File: config.mk
export PLATFORM = sky130hd
export DESIGN_NAME = lane_seq
export DESIGN_NICKNAME = d
export VERILOG_FILES = /design/src/rtl/lane_pkg.sv /design/src/rtl/lane_plan.sv /design/src/rtl/lane_steer.sv /design/src/rtl/lane_ctl.sv /design/src/rtl/lane_seq.sv
export SDC_FILE = /design/constraint.sdc
export NUM_CORES = 1
export LEC_CHECK = 0
export BUFFER_PORTS_ARGS = -buffer_cell sky130_fd_sc_hd__buf_2
export CAP_MARGIN = 20
export CORE_UTILIZATION = 50
export DETAILED_ROUTE_END_ITERATION = 10
export PLACE_DENSITY = 0.8
export SLEW_MARGIN = 15
export SYNTH_ARGS = -nofsm -noshare
export SYNTH_HDL_FRONTEND = slang
export SYNTH_SLANG_ARGS = --single-unit
File: constraint.sdc
create_clock -name clk -period 2 [get_ports clk]
set_input_delay 0.1 -clock clk [delete_from_list [all_inputs] [get_ports clk]]
set_output_delay 0.1 -clock clk [all_outputs]
set_load 0.005 [all_outputs]
File: src/rtl/lane_pkg.sv
package lane_pkg;
   localparam int unsigned BYTE_W = 8;
   localparam int unsigned LANES  = 2;
   localparam int unsigned DATA_W = BYTE_W * LANES;

   // {bhe_n, a0} as driven on the bus
   typedef enum logic [1:0] {
      LANE_BOTH = 2'b00,
      LANE_HI   = 2'b01,
      LANE_LO   = 2'b10
   } lane_sel_t;

   typedef enum logic {
      ST_IDLE = 1'b0,
      ST_BUS  = 1'b1
   } seq_state_t;
endpackage

File: src/rtl/lane_plan.sv
module lane_plan
   import lane_pkg::*;
#(
   parameter int unsigned ADDR_W = 20
) (
   input  logic [ADDR_W-1:0] addr,
   input  logic              word,
   input  logic              second,
   output logic [ADDR_W-2:0] bus_addr,
   output lane_sel_t         lane,
   output logic              last
);
   logic [ADDR_W-1:0] cur_addr;

   always_comb begin
      cur_addr = second ? addr + 1'b1 : addr;
      bus_addr = cur_addr[ADDR_W-1:1];
      if (!word) begin
         lane = addr[0] ? LANE_HI : LANE_LO;
         last = 1'b1;
      end else if (!addr[0]) begin
         lane = LANE_BOTH;
         last = 1'b1;
      end else if (!second) begin
         lane = LANE_HI;
         last = 1'b0;
      end else begin
         lane = LANE_LO;
         last = 1'b1;
      end
   end
endmodule

File: src/rtl/lane_steer.sv
module lane_steer
   import lane_pkg::*;
#(
   parameter bit LANE_FILL = 1'b0
) (
   input  logic              clk,
   input  logic              rst_n,
   input  lane_sel_t         lane,
   input  logic              word,
   input  logic              second,
   input  logic              last,
   input  logic              cap_en,
   input  logic [DATA_W-1:0] wdata,
   input  logic [DATA_W-1:0] bus_rdata,
   output logic [DATA_W-1:0] bus_wdata,
   output logic [DATA_W-1:0] rdata
);
   logic [BYTE_W-1:0] tx_byte;
   logic [BYTE_W-1:0] fill_byte;
   logic [BYTE_W-1:0] rx_byte;
   logic [BYTE_W-1:0] lo_q;
   logic [DATA_W-1:0] rdata_q;

   assign tx_byte = (word && second) ? wdata[DATA_W-1:BYTE_W] : wdata[BYTE_W-1:0];

   generate
      if (LANE_FILL) begin : g_fill_copy
         assign fill_byte = tx_byte;
      end else begin : g_fill_zero
         assign fill_byte = '0;
      end
   endgenerate

   always_comb begin
      case (lane)
         LANE_LO: bus_wdata = {fill_byte, tx_byte};
         LANE_HI: bus_wdata = {tx_byte, fill_byte};
         default: bus_wdata = wdata;
      endcase
   end

   assign rx_byte = (lane == LANE_HI) ? bus_rdata[DATA_W-1:BYTE_W]
                                      : bus_rdata[BYTE_W-1:0];

   always_ff @(posedge clk) begin
      if (!rst_n) begin
         lo_q    <= '0;
         rdata_q <= '0;
      end else if (cap_en) begin
         if (!last) begin
            lo_q <= rx_byte;
         end else if (lane == LANE_BOTH) begin
            rdata_q <= bus_rdata;
         end else if (word) begin
            rdata_q <= {rx_byte, lo_q};
         end else begin
            rdata_q <= {{BYTE_W{1'b0}}, rx_byte};
         end
      end
   end

   assign rdata = rdata_q;
endmodule

File: src/rtl/lane_ctl.sv
module lane_ctl
   import lane_pkg::*;
#(
   parameter int unsigned ADDR_W = 20
) (
   input  logic              clk,
   input  logic              rst_n,
   input  logic              req_valid,
   input  logic              req_write,
   input  logic              req_word,
   input  logic [ADDR_W-1:0] req_addr,
   input  logic [DATA_W-1:0] req_wdata,
   input  logic              bus_ready,
   input  logic              last,
   output logic [ADDR_W-1:0] addr_q,
   output logic              word_q,
   output logic              write_q,
   output logic              second_q,
   output logic [DATA_W-1:0] wdata_q,
   output logic              active,
   output logic              step,
   output logic              done_q
);
   seq_state_t state_q;

   assign active = (state_q == ST_BUS);
   assign step   = active && bus_ready;

   always_ff @(posedge clk) begin
      if (!rst_n) begin
         state_q  <= ST_IDLE;
         addr_q   <= '0;
         word_q   <= 1'b0;
         write_q  <= 1'b0;
         second_q <= 1'b0;
         wdata_q  <= '0;
         done_q   <= 1'b0;
      end else begin
         done_q <= 1'b0;
         case (state_q)
            ST_IDLE: begin
               if (req_valid) begin
                  state_q  <= ST_BUS;
                  addr_q   <= req_addr;
                  word_q   <= req_word;
                  write_q  <= req_write;
                  wdata_q  <= req_wdata;
                  second_q <= 1'b0;
               end
            end
            default: begin
               if (bus_ready) begin
                  if (last) begin
                     state_q <= ST_IDLE;
                     done_q  <= 1'b1;
                  end else begin
                     second_q <= 1'b1;
                  end
               end
            end
         endcase
      end
   end
endmodule

File: src/rtl/lane_seq.sv
module lane_seq
   import lane_pkg::*;
#(
   parameter int unsigned ADDR_W    = 20,
   parameter bit          LANE_FILL = 1'b0
) (
   input  logic              clk,
   input  logic              rst_n,
   input  logic              req_valid,
   input  logic              req_write,
   input  logic              req_word,
   input  logic [ADDR_W-1:0] req_addr,
   input  logic [15:0]       req_wdata,
   output logic              busy,
   output logic              done,
   output logic [15:0]       rdata,
   output logic              bus_cyc,
   output logic              bus_we,
   output logic [ADDR_W-2:0] bus_addr,
   output logic              bus_bhe_n,
   output logic              bus_a0,
   output logic [15:0]       bus_wdata,
   input  logic [15:0]       bus_rdata,
   input  logic              bus_ready
);
   generate
      if (ADDR_W < 2 || ADDR_W > 32) begin : g_bad_addr_w
         $error("lane_seq: ADDR_W must lie in 2..32");
      end
      if (DATA_W != 16) begin : g_bad_data_w
         $error("lane_seq: data path must be two 8-bit lanes");
      end
   endgenerate

   logic [ADDR_W-1:0] addr_q;
   logic              word_q;
   logic              write_q;
   logic              second_q;
   logic [DATA_W-1:0] wdata_q;
   logic              active;
   logic              step;
   logic              done_q;
   logic              last;
   lane_sel_t         lane;

   lane_ctl #(.ADDR_W(ADDR_W)) u_ctl (
      .clk       (clk),
      .rst_n     (rst_n),
      .req_valid (req_valid),
      .req_write (req_write),
      .req_word  (req_word),
      .req_addr  (req_addr),
      .req_wdata (req_wdata),
      .bus_ready (bus_ready),
      .last      (last),
      .addr_q    (addr_q),
      .word_q    (word_q),
      .write_q   (write_q),
      .second_q  (second_q),
      .wdata_q   (wdata_q),
      .active    (active),
      .step      (step),
      .done_q    (done_q)
   );

   lane_plan #(.ADDR_W(ADDR_W)) u_plan (
      .addr     (addr_q),
      .word     (word_q),
      .second   (second_q),
      .bus_addr (bus_addr),
      .lane     (lane),
      .last     (last)
   );

   lane_steer #(.LANE_FILL(LANE_FILL)) u_steer (
      .clk       (clk),
      .rst_n     (rst_n),
      .lane      (lane),
      .word      (word_q),
      .second    (second_q),
      .last      (last),
      .cap_en    (step && !write_q),
      .wdata     (wdata_q),
      .bus_rdata (bus_rdata),
      .bus_wdata (bus_wdata),
      .rdata     (rdata)
   );

   assign busy      = active;
   assign done      = done_q;
   assign bus_cyc   = active;
   assign bus_we    = write_q;
   assign bus_bhe_n = lane[1];
   assign bus_a0    = lane[0];
endmodule

==> metrics <==
run status finished, final reports clean; Internal Pwr Total 2.20 mW; Wirelength per Cell 13.7 um; Period minus WS final 1.90 ns; fill cell total of the finished layout 540; residual DRC count 0; post-synthesis xor/xnor area fraction 0.0477; endpoint type of the worst setup path output port; count of unique library cells instantiated by Yosys 40; combinational family with the most area after synthesis simple AND/OR/NAND/NOR gates; Max Buffers Root-to-Sink 2; Net count, final 557; area of the placeable core 6350 sq um; number of synthesized flops with an enable pin 0; Total Power 2.93 mW; post-synthesis sequential area ratio 0.394; total inserted antenna cells 0; Static Leakage 1.78 nW; Worst Setup Path Type flip-flop to output port; Die Width 83.3 um; share of layout cells above drive strength 1 0.309; Post-Syn Area 3310 sq um; worst hold slack 0.0126 ns; final number of max-transition violations 0; vias per cell 5.29; htree depth 3; area fraction in compound gates after synthesis 0.187; Switching Power 0.733 mW; total detailed-routing wirelength 7960 um; Pwr Density 705 nW/um^2; total count of hold-check failures in the final report 0; biggest fanout along the worst timing path 6; clock transition at the registers of the reported paths 0.06 ns; post-synthesis share of cell area spent on and, or, nand and nor gates 0.232; IR drop worst, VDD 0.501 mV; number of buffers inserted during clock tree synthesis 9; die span in y 83.3 um; post-route clock skew 0.00667 ns; DP HPWL 5710 um; FP Rows 29; data arrival time of the worst path 1.80 ns; switching share of power 0.250; nature of the critical path startpoint flip-flop; post-placement setup slack 0.265 ns; async set-or-reset flop fraction in the synthesized netlist 0; total global routing overflow 0; number of global-route vias before repair 2,825; number of max-cap violations 0; Top Ports 115; Worst Hold Class primary input to flip-flop; RSZ-0062 raised after global routing no; gate count after technology mapping 392; master cell of the clock root buffer clkbuf_8; achievable frequency 0.526 GHz; Iter 0 DRT Violations 104; routability cong. 0.861; effective utilization at floorplan 0.521; initial antenna violation count 0; post-detailed-route count of antenna-violating nets 0; Req. time, crit path 1.90 ns; number of placed instances, taps included 563; post-route worst setup slack 0.0995 ns; part of the power in the clock network 0.373; final worst-path cycle share 0.950; synthesis-to-layout area growth 25.7%; Synth warnings 0; TritonCTS clock tree done; number of storage elements in the synthesis netlist 65; net count after synthesis 451; clk sinks 65; clock network latency to the later pin of the worst-skew pair 0.33 ns; post-synthesis area per instance 8.43 sq um; overall via count from detail_route 3,061; Slew Limit Headroom 0.655; share of cell area taken by muxes after synthesis 0.0761; # port buffers 114; final-report setup violation count 0; actual slew at the worst max-slew pin 0.516 ns; pin count of the biggest net entering global routing 35; Gate power share 0.141; most frequently used flop master after synthesis dfxtp_1; first-pass GRT wire length 12,900 um; non-filler instance count after layout 579; sequential share of power 0.486; Adder-Cell Fraction of Synth Area 0.00379; summed negative setup slack over all endpoints 0 ns; detailed-router iteration count before antenna repair 4; total die area 6940 sq um; global routing usage summed across all routing layers 0.230
## kinds of logic after synthesis
family | after synthesis
flip-flops | 65
multiplexers | 25
AND/OR/NAND/NOR | 155
buffers and inverters | 39
adder cells (fa/ha/maj) | 1
AO/OA/AOI/OAI | 89
XOR/XNOR | 18
## final timing paths
kind | cells past startpoint | slack (ns) | to | startpoint
max | 6 | 0.1 | bus_addr[17] | u_ctl.addr_q[0]
min | 3 | 0.01 | u_ctl.addr_q[17] | req_addr[17]
max reg2reg | 5 | 0.37 | u_steer.lo_q[5] | u_ctl.addr_q[0]
min reg2reg | 2 | 0.48 | u_ctl.addr_q[19] | u_ctl.addr_q[19]
## power by group through the flow
stage	Clock, mW	Combinational, mW	Sequential (mW)
2_1_floorplan	0	0.241	1.44
3_3_place_gp	0	0.401	1.45
3_5_place_dp	0	0.411	1.45
4_1_cts	1.12	0.415	1.42
5_1_grt	1.18	0.459	1.43
6_report	1.09	0.412	1.43
## cells in the mapped netlist, drive strengths merged, types with 3 or more instances
cell | number | share of area
buf | 17 | 0.034
and4 | 3 | 0.0087
inv | 9 | 0.010
and2 | 3 | 0.0064
o21ai | 10 | 0.015
nand2 | 97 | 0.11
dfxtp | 65 | 0.39
o221ai | 8 | 0.021
a32o | 7 | 0.021
nor3 | 4 | 0.0095
nor4 | 4 | 0.018
nand3 | 4 | 0.0098
xnor2 | 9 | 0.024
a21oi | 16 | 0.024
mux2i | 24 | 0.073
o22ai | 8 | 0.015
nand4 | 6 | 0.013
a21boi | 39 | 0.089
clkbuf | 13 | 0.015
xor2 | 9 | 0.024
nor2b | 18 | 0.034
nor2 | 12 | 0.014
## state kept, by name, indices dropped and copies added (netlist names)
register	flops
u_ctl.word_q	1
u_ctl.addr_q	20
u_ctl.write_q	1
u_ctl.done_q	1
u_ctl.second_q	1
u_steer.rdata	16
u_ctl.active	1
u_ctl.wdata_q	16
u_steer.lo_q	8
## final cells by class
| cell class | count | area (sq um) | area share |
|---|---|---|---|
| Clock buffer | 12 | 155 | 0.0373 |
| Clock inverter | 3 | 40.0 | 0.00964 |
| Inverter | 9 | 33.8 | 0.00813 |
| Multi-Input combinational cell | 288 | 1840 | 0.442 |
| Sequential cell | 65 | 1310 | 0.314 |
| Tap cell | 77 | 96.3 | 0.0232 |
| Timing Repair Buffer | 125 | 688 | 0.166 |
## cells in the final DEF, fill, tap and decap left out, types with 2 or more instances in the layout
cell	n
a32o_1	7
and2_1	2
nor2b_1	17
buf_4	7
nand3_1	3
nor2_1	12
nor3_1	3
buf_12	2
o221ai_1	8
and4_4	2
dfxtp_2	3
o21ai_0	2
nand4_1	5
nand2_1	96
nor4_4	2
o22ai_1	8
nor4_2	2
a21oi_1	16
dfxtp_1	62
buf_2	114
xor2_1	9
o21ai_1	8
a21boi_0	39
clkbuf_8	11
xnor2_1	9
clkinv_2	2
inv_1	9
mux2i_1	24
## through the flow
| step | instance area (sq um) | utilization |
|---|---|---|
| 6_report | 4150 | 0.654 |
| 5_1_grt | 4150 | 0.654 |
| 3_3_place_gp | 3910 | 0.616 |
| 2_1_floorplan | 3310 | - |
| 4_1_cts | 4150 | 0.653 |
| 3_5_place_dp | 3910 | 0.616 |
## metal layers
layer,global-route usage,routed length [um],vias to the layer above
met5,0,0,-
met1,0.288,3640,1409
met2,0.385,3770,89
met3,0.0388,396,13
li1,-,-,1550
met4,0.105,148,0
## timing repair
action,4_1_cts,5_1_grt
resized for setup,7,3
setup buffers,0,0
hold endpoints to repair,1,0
hold buffers,1,0
setup endpoints to repair,8,11
pin swaps,2,1
## critical path, cell delays in order (launching register included)
cell and delay [ns]:
dfxtp_2 0.36, ha_2 0.21, nand4_4 0.17, nor4_4 0.32, nand4_1 0.15, xnor2_1 0.14
buf_2 0.12
Power figures use the tool's default switching activity.
